<file path="src/rtl/pport_pkg.sv">
package pport_pkg;

  typedef enum logic [1:0] {
    MODE_OFF  = 2'd0,
    MODE_IN   = 2'd1,
    MODE_FCAP = 2'd2,
    MODE_OUT  = 2'd3
  } mode_e;

  typedef enum logic [1:0] {
    ST_IDLE = 2'd0,
    ST_WAIT = 2'd1,
    ST_DATA = 2'd2
  } state_e;

  // Legal widths are 8 and 10..16; anything else falls back to 16.
  function automatic logic [31:0] width_mask(input logic [4:0] w);
    int eff;
    if (w == 5'd8)                       eff = 8;
    else if (w >= 5'd10 && w <= 5'd16)   eff = int'(w);
    else                                 eff = 16;
    return (32'h1 << eff) - 32'h1;
  endfunction

endpackage

</file>
<file path="src/rtl/pport_seq.sv">
module pport_seq
  import pport_pkg::*;
#(
  parameter int DLY_W  = 8,
  parameter int CNT_W  = 12,
  parameter int LINE_W = 10
) (
  input  logic              clk,
  input  logic              rst_n,
  input  logic              en,
  input  mode_e             mode,
  input  logic [1:0]        nsync,
  input  logic              fs1_in,
  input  logic [DLY_W-1:0]  cfg_delay,
  input  logic [CNT_W-1:0]  cfg_count,
  input  logic [LINE_W-1:0] cfg_lines,
  input  logic              adv,
  output logic              data_phase,
  output logic              fs1_out,
  output logic              fs2_out,
  output logic              sync_err
);

  state_e            st;
  logic              fs_prev;
  logic [DLY_W-1:0]  dcnt;
  logic [CNT_W-1:0]  scnt;
  logic [LINE_W-1:0] line;

  logic              master, fs_edge, start, last_line;
  logic [CNT_W-1:0]  last_idx;

  assign master    = (mode == MODE_FCAP) || (mode == MODE_OUT);
  assign fs_edge   = fs1_in && !fs_prev;
  assign start     = en && (st == ST_IDLE) &&
                     (((mode == MODE_IN) && fs_edge) || master);
  assign last_idx  = (cfg_count == '0) ? '0 : cfg_count - 1'b1;
  assign last_line = (cfg_lines == '0) || (line == cfg_lines - 1'b1);
  assign data_phase = (st == ST_DATA);

  always_ff @(posedge clk or negedge rst_n) begin
    if (!rst_n) begin
      st       <= ST_IDLE;
      fs_prev  <= 1'b0;
      dcnt     <= '0;
      scnt     <= '0;
      line     <= '0;
      fs1_out  <= 1'b0;
      fs2_out  <= 1'b0;
      sync_err <= 1'b0;
    end else begin
      fs_prev <= fs1_in;
      unique case (st)
        ST_IDLE: if (start) begin
          scnt <= '0;
          if (cfg_delay == '0) st <= ST_DATA;
          else begin
            st   <= ST_WAIT;
            dcnt <= cfg_delay - 1'b1;
          end
        end
        ST_WAIT: if (dcnt == '0) st <= ST_DATA;
                 else            dcnt <= dcnt - 1'b1;
        ST_DATA: if (adv) begin
          if (scnt == last_idx) st <= ST_IDLE;
          else                  scnt <= scnt + 1'b1;
        end
        default: st <= ST_IDLE;
      endcase

      if (!en || !master)  line <= '0;
      else if (start)      line <= last_line ? '0 : line + 1'b1;

      fs1_out <= start && ((mode == MODE_FCAP) ||
                           ((mode == MODE_OUT) && (nsync >= 2'd1)));
      fs2_out <= start && (line == '0) &&
                 ((mode == MODE_FCAP) || ((mode == MODE_OUT) && (nsync >= 2'd2)));

      if (en && (mode == MODE_IN) && fs_edge && (st != ST_IDLE))
        sync_err <= 1'b1;
    end
  end

  p_fs2_with_fs1_r5: assert property (@(posedge clk) disable iff (!rst_n)
    fs2_out |-> fs1_out);
  p_fs1_single_r5: assert property (@(posedge clk) disable iff (!rst_n)
    fs1_out |=> !fs1_out);
  p_err_sticky_r9: assert property (@(posedge clk) disable iff (!rst_n)
    sync_err |=> sync_err);
  p_no_start_r11: assert property (@(posedge clk) disable iff (!rst_n)
    (!en && st == ST_IDLE) |=> (st == ST_IDLE));

endmodule

</file>
<file path="src/rtl/pport_rx.sv">
module pport_rx #(
  parameter int DW = 16
) (
  input  logic          clk,
  input  logic          rst_n,
  input  logic          sample,
  input  logic [DW-1:0] pd_in,
  input  logic [DW-1:0] mask,
  input  logic          m_ready,
  output logic          m_valid,
  output logic [DW-1:0] m_data,
  output logic          ovf
);

  logic load;
  assign load = sample && (!m_valid || m_ready);

  always_ff @(posedge clk or negedge rst_n) begin
    if (!rst_n) begin
      m_valid <= 1'b0;
      m_data  <= '0;
      ovf     <= 1'b0;
    end else begin
      if (load) begin
        m_valid <= 1'b1;
        m_data  <= pd_in & mask;
      end else if (m_ready) begin
        m_valid <= 1'b0;
      end
      if (sample && m_valid && !m_ready) ovf <= 1'b1;
    end
  end

  p_hold_r10: assert property (@(posedge clk) disable iff (!rst_n)
    (m_valid && !m_ready) |=> (m_valid && $stable(m_data)));
  p_ovf_sticky_r10: assert property (@(posedge clk) disable iff (!rst_n)
    ovf |=> ovf);
  p_rx_mask_r4: assert property (@(posedge clk) disable iff (!rst_n)
    load |=> ((m_data & ~$past(mask)) == '0));

endmodule

</file>
<file path="src/rtl/pport_tx.sv">
module pport_tx #(
  parameter int DW = 16
) (
  input  logic          clk,
  input  logic          rst_n,
  input  logic          active,
  input  logic [1:0]    nsync,
  input  logic          s_valid,
  input  logic [DW-1:0] s_data,
  input  logic [DW-1:0] mask,
  output logic          s_ready,
  output logic [DW-1:0] pd_out,
  output logic          pd_oe,
  output logic          fs3_out
);

  logic take;
  assign s_ready = active;
  assign take    = active && s_valid;

  always_ff @(posedge clk or negedge rst_n) begin
    if (!rst_n) begin
      pd_out  <= '0;
      pd_oe   <= 1'b0;
      fs3_out <= 1'b0;
    end else begin
      pd_oe   <= active;
      fs3_out <= take && (nsync == 2'd3);
      if (take) pd_out <= s_data & mask;
    end
  end

  p_oe_follows_r8: assert property (@(posedge clk) disable iff (!rst_n)
    s_ready |=> pd_oe);
  p_tx_mask_r4: assert property (@(posedge clk) disable iff (!rst_n)
    (s_ready && s_valid) |=> ((pd_out & ~$past(mask)) == '0));
  p_tx_hold_r6: assert property (@(posedge clk) disable iff (!rst_n)
    !(s_ready && s_valid) |=> $stable(pd_out));

endmodule

</file>
<file path="src/rtl/pport_engine.sv">
module pport_engine
  import pport_pkg::*;
#(
  parameter int DW     = 16,
  parameter int DLY_W  = 8,
  parameter int CNT_W  = 12,
  parameter int LINE_W = 10
) (
  input  logic              clk,
  input  logic              rst_n,
  input  logic              en,
  input  logic [1:0]        cfg_mode,
  input  logic [4:0]        cfg_width,
  input  logic [DLY_W-1:0]  cfg_delay,
  input  logic [CNT_W-1:0]  cfg_count,
  input  logic [LINE_W-1:0] cfg_lines,
  input  logic [1:0]        cfg_nsync,
  input  logic              fs1_in,
  output logic              fs1_out,
  output logic              fs2_out,
  output logic              fs3_out,
  input  logic [DW-1:0]     pd_in,
  output logic [DW-1:0]     pd_out,
  output logic              pd_oe,
  output logic              m_valid,
  input  logic              m_ready,
  output logic [DW-1:0]     m_data,
  input  logic              s_valid,
  output logic              s_ready,
  input  logic [DW-1:0]     s_data,
  output logic              err_sync,
  output logic              err_ovf
);

  mode_e         mode;
  logic [31:0]   mask32;
  logic [DW-1:0] mask;
  logic          data_phase, adv, rx_sample, tx_active;

  assign mode      = mode_e'(cfg_mode);
  assign mask32    = width_mask(cfg_width);
  assign mask      = mask32[DW-1:0];
  assign adv       = (mode == MODE_OUT) ? s_valid : 1'b1;
  assign rx_sample = data_phase && ((mode == MODE_IN) || (mode == MODE_FCAP));
  assign tx_active = data_phase && (mode == MODE_OUT);

  pport_seq #(.DLY_W(DLY_W), .CNT_W(CNT_W), .LINE_W(LINE_W)) u_seq (
    .clk, .rst_n, .en, .mode, .nsync(cfg_nsync), .fs1_in,
    .cfg_delay, .cfg_count, .cfg_lines, .adv,
    .data_phase, .fs1_out, .fs2_out, .sync_err(err_sync)
  );

  pport_rx #(.DW(DW)) u_rx (
    .clk, .rst_n, .sample(rx_sample), .pd_in, .mask, .m_ready,
    .m_valid, .m_data, .ovf(err_ovf)
  );

  pport_tx #(.DW(DW)) u_tx (
    .clk, .rst_n, .active(tx_active), .nsync(cfg_nsync), .s_valid, .s_data,
    .mask, .s_ready, .pd_out, .pd_oe, .fs3_out
  );

  p_oe_mode_r8: assert property (@(posedge clk) disable iff (!rst_n)
    (cfg_mode != 2'd3 && $past(cfg_mode) != 2'd3) |-> !pd_oe);
  p_half_duplex_r8: assert property (@(posedge clk) disable iff (!rst_n)
    !(s_ready && rx_sample));

endmodule

</file>
<file path="config.mk">
export PLATFORM = sky130hd
export DESIGN_NAME = pport_engine
export DESIGN_NICKNAME = d
export VERILOG_FILES = /design/src/rtl/pport_pkg.sv /design/src/rtl/pport_seq.sv /design/src/rtl/pport_rx.sv /design/src/rtl/pport_tx.sv /design/src/rtl/pport_engine.sv
export SDC_FILE = /design/constraint.sdc
export NUM_CORES = 1
export LEC_CHECK = 0
export CAP_MARGIN = 20
export CORE_ASPECT_RATIO = 1.4
export CORE_MARGIN = 2
export CORE_UTILIZATION = 35
export DETAILED_ROUTE_END_ITERATION = 12
export PLACE_DENSITY_LB_ADDON = 0.25
export SLEW_MARGIN = 10
export SYNTH_ARGS = -nofsm -noshare
export SYNTH_HDL_FRONTEND = slang
export SYNTH_SLANG_ARGS = --single-unit
</file>
<file path="constraint.sdc">
create_clock -name clk -period 3.1 [get_ports clk]
set_clock_uncertainty 0.1 [all_clocks]
set_input_delay 0.31 -clock clk [delete_from_list [all_inputs] [get_ports clk]]
set_output_delay 0.31 -clock clk [all_outputs]
set_load 0.005 [all_outputs]
</file>
Word level (Yosys, flattened, before mapping)
Cells that the tools add are included.

Mux-type cells: 23. Shift operators: 1. Order comparisons: 4. Add/sub/neg operators: 7. Bitwise gates (word level): 2. Reductions and logical operators: 47. Eq/ne operators: 16.

Operator list (count): 2-to-1 mux 12 bit (4); bitwise AND 16 bit (2); 2-to-1 mux 10 bit (3); 2-to-1 mux 8 bit (3); one-hot mux 12 bit (2 select lines) (1); logical AND 1 bit (20); logical NOT 10 bit (2); logical NOT 8 bit (2); one-hot mux 8 bit (2 select lines) (1); << shifter 1 x 5 -> 16 bit (first input constant) (1); subtractor 16 x 1 -> 16 bit (second input constant) (1); subtractor 8 x 1 -> 8 bit (second input constant) (2); adder 12 x 1 -> 12 bit (second input constant) (1); equality test 12 bit (1); logical NOT 12 bit (1); AND reduction 4 bit (3); subtractor 12 x 1 -> 12 bit (second input constant) (1); adder 10 x 1 -> 10 bit (second input constant) (1); equality test 10 bit (1); 2-to-1 mux 2 bit (5); 2-to-1 mux 5 bit (2); nonzero test 2 bit (5); subtractor 10 x 1 -> 10 bit (second input constant) (1); equality test 2 bit (second input constant) (4); other kinds (13) (32).

Register bits: 72. Output and inout bits: 40. Input bits: 77. Logic and storage cells: 114.

Depth between registers and ports, before layout
Depth in word-level cells: 7. Gate-level depth with buffers: 13. Gate-level depth less buffers: 11.

By module
A second synthesis with hierarchy kept.

Cells, all modules: 524. Area, all modules: 4713.3 µm².

Modules (own cells, without submodules): pport_seq (sequential area each 900.9 µm², instances 1, area each 2906.5 µm², cells each 357); pport_tx (sequential area each 450.4 µm², instances 1, area each 799.5 µm², cells each 75); pport_rx (sequential area each 450.4 µm², instances 1, area each 797.0 µm², cells each 60); pport_engine (sequential area each 0.0 µm², instances 1, area each 210.2 µm², cells each 32).

Least setup slack after synthesis
OpenSTA, ideal clock, no wires.

Path kind: input to register. Start point: in cfg_lines[0]. End point: reg u_seq.line[7]. Library setup time: 124 ps. Data arrival time: 2859 ps. Setup slack: 17 ps. Stages on the path: 12. Cells stage by stage: inv_1 ha_1 nand2b_1 or4_1 xor2_1 xor2_1 a22oi_1 or4_1 o21ai_1 clkbuf_1 nor3b_1 a211o_1.

Word-level cells in the longest chain between the ends: 6. Elaborated cells between the ends (all ways): 7.

RTL lines: from (decl) (RTL line pport_engine.sv:16) `input logic [LINE_W-1:0] cfg_lines,`; subtractor 10 x 1 -> 10 bit (RTL line pport_seq.sv:38) `assign last_line = (cfg_lines == '0) || (line == cfg_lines - 1'b1);`; equality test 10 bit (RTL line pport_seq.sv:38); logical OR 1 bit * (RTL line pport_seq.sv:38); 2-to-1 mux 10 bit * (2 in a row) (RTL line pport_seq.sv:72) `else if (start) line <= last_line ? '0 : line + 1'b1;`; 2-to-1 mux 10 bit * (RTL line pport_seq.sv:71) `if (!en || !master) line <= '0;`; to (signal assigned) (RTL line pport_seq.sv:72); to (decl) (RTL line pport_seq.sv:28) `logic [LINE_W-1:0] line;`.

Mark *: on every way between the ends. The rest lies on a longest branch, timed or not. The select of a mux whose other input is x is not followed. A chain may end at the register's enable or synchronous reset.

Final worst setup path
Start point: in cfg_count[1]. End point: reg u_seq.scnt[10].

Word-level cells in the longest chain between the ends: 5. Elaborated cells between the ends (all ways): 6.

RTL lines: from (decl) (RTL line pport_engine.sv:15) `input logic [CNT_W-1:0] cfg_count,`; subtractor 12 x 1 -> 12 bit or logical NOT 12 bit (tied branches) (RTL line pport_seq.sv:37) `assign last_idx = (cfg_count == '0) ? '0 : cfg_count - 1'b1;`; 2-to-1 mux 12 bit * (RTL line pport_seq.sv:37); equality test 12 bit * (RTL line pport_seq.sv:65) `if (scnt == last_idx) st <= ST_IDLE;`; inequality test 2 bit (no line) *; AND reduction 4 bit (no line) *; to (signal assigned) (RTL line pport_seq.sv:66) `else scnt <= scnt + 1'b1;`; to (decl) (RTL line pport_seq.sv:27) `logic [CNT_W-1:0] scnt;`.

Mark *: on every way between the ends. The rest lies on a longest branch, timed or not.

==> reports/qor.csv <==
stage,metric,value,unit
route,Iteration-0 DRC Markers,234,
floorplanning,Die Y-Extent,140,um
floorplanning,Die ar.,14100,um2
cells_and_area,fill count,1187,
run,Max-cap violations,0,
global_route,vias in the first global route,4619,
critical_path,CP Class,primary input to flip-flop,
cells_and_area,# nets final,774,
sta,"Min Clock Period, post-route",3.03,ns
logic_synthesis,Mapped Cells,535,
sta,Hold Fails Final Rpt,0,
route,vias per inst,5.38,
floorplanning,core area,12900,um2
critical_path,Worst path slowest cell,or4_4,
clock_network,CTS Buf Count,9,
route,First-pass DRT Iterations,4,
clock_network,TritonCTS clock tree,done,
cells_and_area,area grow syn2layout,45.7,%
route,routed wl met2,7190,um
clock_network,clk slew on worst S/H paths,0.06,ns
sta,Final setup viols,0,
critical_path,Critical Path Most Common Cell,buf_4,
logic_synthesis,register area share after synthesis,39.0,%
min_path,Hold Path Class,primary input to flip-flop,
logic_synthesis,Post-synth EDFFs,0,
critical_path,CP peak stage delay,0.52,ns
clock_network,CTS H-Tree Depth,3,
critical_path,CP max FO,7,
critical_path,crit-path cells,dlygate4sd2_1 -> or4_4 -> buf_4 -> buf_4 -> nor3_4 -> nor3b_4 -> xnor2_1 -> a41o_2 -> o21ai_4 -> nor2_4 -> or3_2 -> a21oi_2,
logic_synthesis,"FFs w/ async S/R, synth",100,%
placed_design,Placed Cells,821,
global_route,initial antenna violation count,0,
clock_network,CTS Buffer Depth,2,
cells_and_area,layout cells sized above 1,17.2,%
clock_network,CTS sink count,72,
route,Routed WL per cell,15.9,um
placed_design,input/output buffers,116,
global_route,first-pass GRT wire length,21600,um
placed_design,setup slack at placement,-0.536,ns
sta,setup tns final,0,ns
status,outcome,"finished, final reports clean",
clock_network,CTS Root Cell,clkbuf_16,
logic_synthesis,Synth cell types,69,
route,routed vias,4542,
global_route,GRT Total Usage,18.9,%
floorplanning,Die Wd,101,um
sta,slew margin rel.,43.9,%
placed_design,Final HPWL DP,9960,um
critical_path,crit path DAT,3.19,ns
floorplanning,initial core utilization,35.8,%
sta,fmax,330,MHz
global_route,global route overflow,0,
route,WL final,13400,um
cells_and_area,"commonest non-fill, non-tap cell in the layout",clkdlybuf4s50_1,
logic_synthesis,Synth Register Bits,72,
logic_synthesis,ys flop type,dfrtp_1,
power,Peak VDD IR,0.444,mV
power,Power Dens Cells,647,nW/um2
route,number of remaining DRC errors,0,
critical_path,worst path required time,3.26,ns
logic_synthesis,Syn Std Cell Area,4610,um2
logic_synthesis,yosys warns,0,
logic_synthesis,Synth Area per Inst,8.63,um2
route,Routed Antenna Nets,0,
sta,RSZ-0062 raised after global routing,false,
clock_network,clk_lat worst skew,0.34,ns
floorplanning,Std-Cell Rows,49,
route,met1 wire length,5380,um
cells_and_area,n_diodes,0,
sta,slew of the pin with the lowest slew margin,0.842,ns
critical_path,startpoint types,primary input,
power,leakage,0.00291,uW
sta,"Period Utilization, post-route",97.7,%
route,wire length on met3,516,um
placed_design,RePlAce Congestion,0.878,
cells_and_area,most frequent cells in the layout,"clkdlybuf4s50_1, nand2_1, dfrtp_1, buf_4, nor2_1",
global_route,largest net degree at the start of global routing,42,
critical_path,CP endpoint kind,flip-flop,
sta,setup ws final,0.0707,ns
route,highest metal used,met4,
cells_and_area,Layout Cells excl Fill,845,
floorplanning,I/O pins,117,
sta,Max Slew Vio Count,0,
==> cells in the mapped netlist, types with 6 or more instances <==
cell	count	area share, %
nand2_1	79	6.4
dfrtp_1	72	39
nor2_1	39	3.2
o21ai_0	38	4.1
a21oi_1	26	2.8
clkbuf_1	23	1.9
nor3_1	23	2.5
inv_1	17	1.4
nand3_1	17	1.8
xor2_1	16	3.0
nand2b_1	13	1.8
mux2i_1	12	2.6
xnor2_1	12	2.3
ha_1	10	2.7
nor3b_1	9	1.5
o211ai_1	8	1.3
nor2b_1	7	0.95
or4_1	7	1.1
a211o_1	6	1.1
a22o_1	6	1.1
==> timing repair <==
item,CTS,global route
hold endpoints to repair,21,0
endpoints found under the setup margin,12,21
buffers inserted,0,5
hold buffers,1,0
gates resized for setup,11,28
pin swaps,8,17
cloned,1,1
==> critical path, delay by kind of cell <==
family	cells	cell delay (ns)
xor gates and xnor gates	1	0.09
buffers and inverters	3	0.58
and+or+nand+nor	5	1.53
AOI/OAI and AO/OA	3	0.68
==> logic make-up after synthesis <==
family                   Yosys count  share of synthesized area, %
other                              1                        0.0813
AO/OA/AOI/OAI                    126                          18.6
buffers and inverters             47                          4.50
XOR/XNOR                          28                          5.31
flip-flops                        72                          39.0
multiplexers                      17                          3.82
adder cells (fa/ha/maj)           10                          2.71
AND/OR/NAND/NOR                  234                          25.9
==> through the flow <==
stage / hold WS [ns] / util [%] / cell area (um2) / power (uW)
floorplan: -0.0856 / - / 4620 / 2330
global placement: 0.331 / 48.0 / 6180 / 3160
detailed placement: 0.352 / 48.0 / 6180 / 3220
CTS: 0.351 / 50.9 / 6560 / 4350
global route: 0.372 / 52.2 / 6720 / 4660
finish: 0.358 / 52.2 / 6720 / 4350
==> power breakdown <==
part | leakage (uW) | internal [uW] | switching [uW]
clock network | 0.000157 | 673 | 413
registers | 0.000937 | 1240 | 263
logic | 0.00181 | 944 | 819
==> cell type report <==
type	instances	area (um2)	share of cell area [%]
clock buffer	11	253	3.76
clock inverter	5	61.3	0.912
inverter	17	63.8	0.949
multi-input combinational	418	2770	41.2
sequential	72	1800	26.8
tap	153	191	2.85
timing repair buffer	169	1580	23.6
==> routing by layer <==
layer / up-vias / track usage, %
met2: 142 / 34.3
met3: 29 / 2.66
met4: 0 / 8.11
met1: 2155 / 21.4
li1: 2216 / -
met5: - / 0
==> state kept, by name (all words and copies together) (netlist names) <==
register,count
u_seq.line,10
u_tx.pd_out,16
u_seq.fs2_out,1
u_rx.ovf,1
u_seq.st,2
u_seq.scnt,12
u_seq.fs1_out,1
u_rx.m_valid,1
u_seq.sync_err,1
u_tx.fs3_out,1
u_seq.fs_prev,1
u_seq.dcnt,8
u_tx.pd_oe,1
u_rx.m_data,16
==> final timing paths <==
path	startpoint	to	slack, ns	cells after the start
worst max-delay path	cfg_count[1]	u_seq.scnt[10]$_DFFE_PN0P_	0.07	12
worst min-delay path	fs1_in	u_seq.fs_prev$_DFF_PN0_	0.36	1
worst max register to register	u_seq.st[0]$_DFFE_PN0P_	u_seq.dcnt[7]$_DFFE_PN0P_	0.37	8
worst min register to register	u_tx.pd_out[14]$_DFFE_PN0P_	u_tx.pd_out[14]$_DFFE_PN0P_	0.36	2
max in group asynchronous	rst_n	u_seq.line[0]$_DFFE_PN0P_	1.68	3
min in group asynchronous	rst_n	u_rx.m_data[2]$_DFFE_PN0P_	0.50	2
No activity file was read; power rests on OpenSTA's default activity.
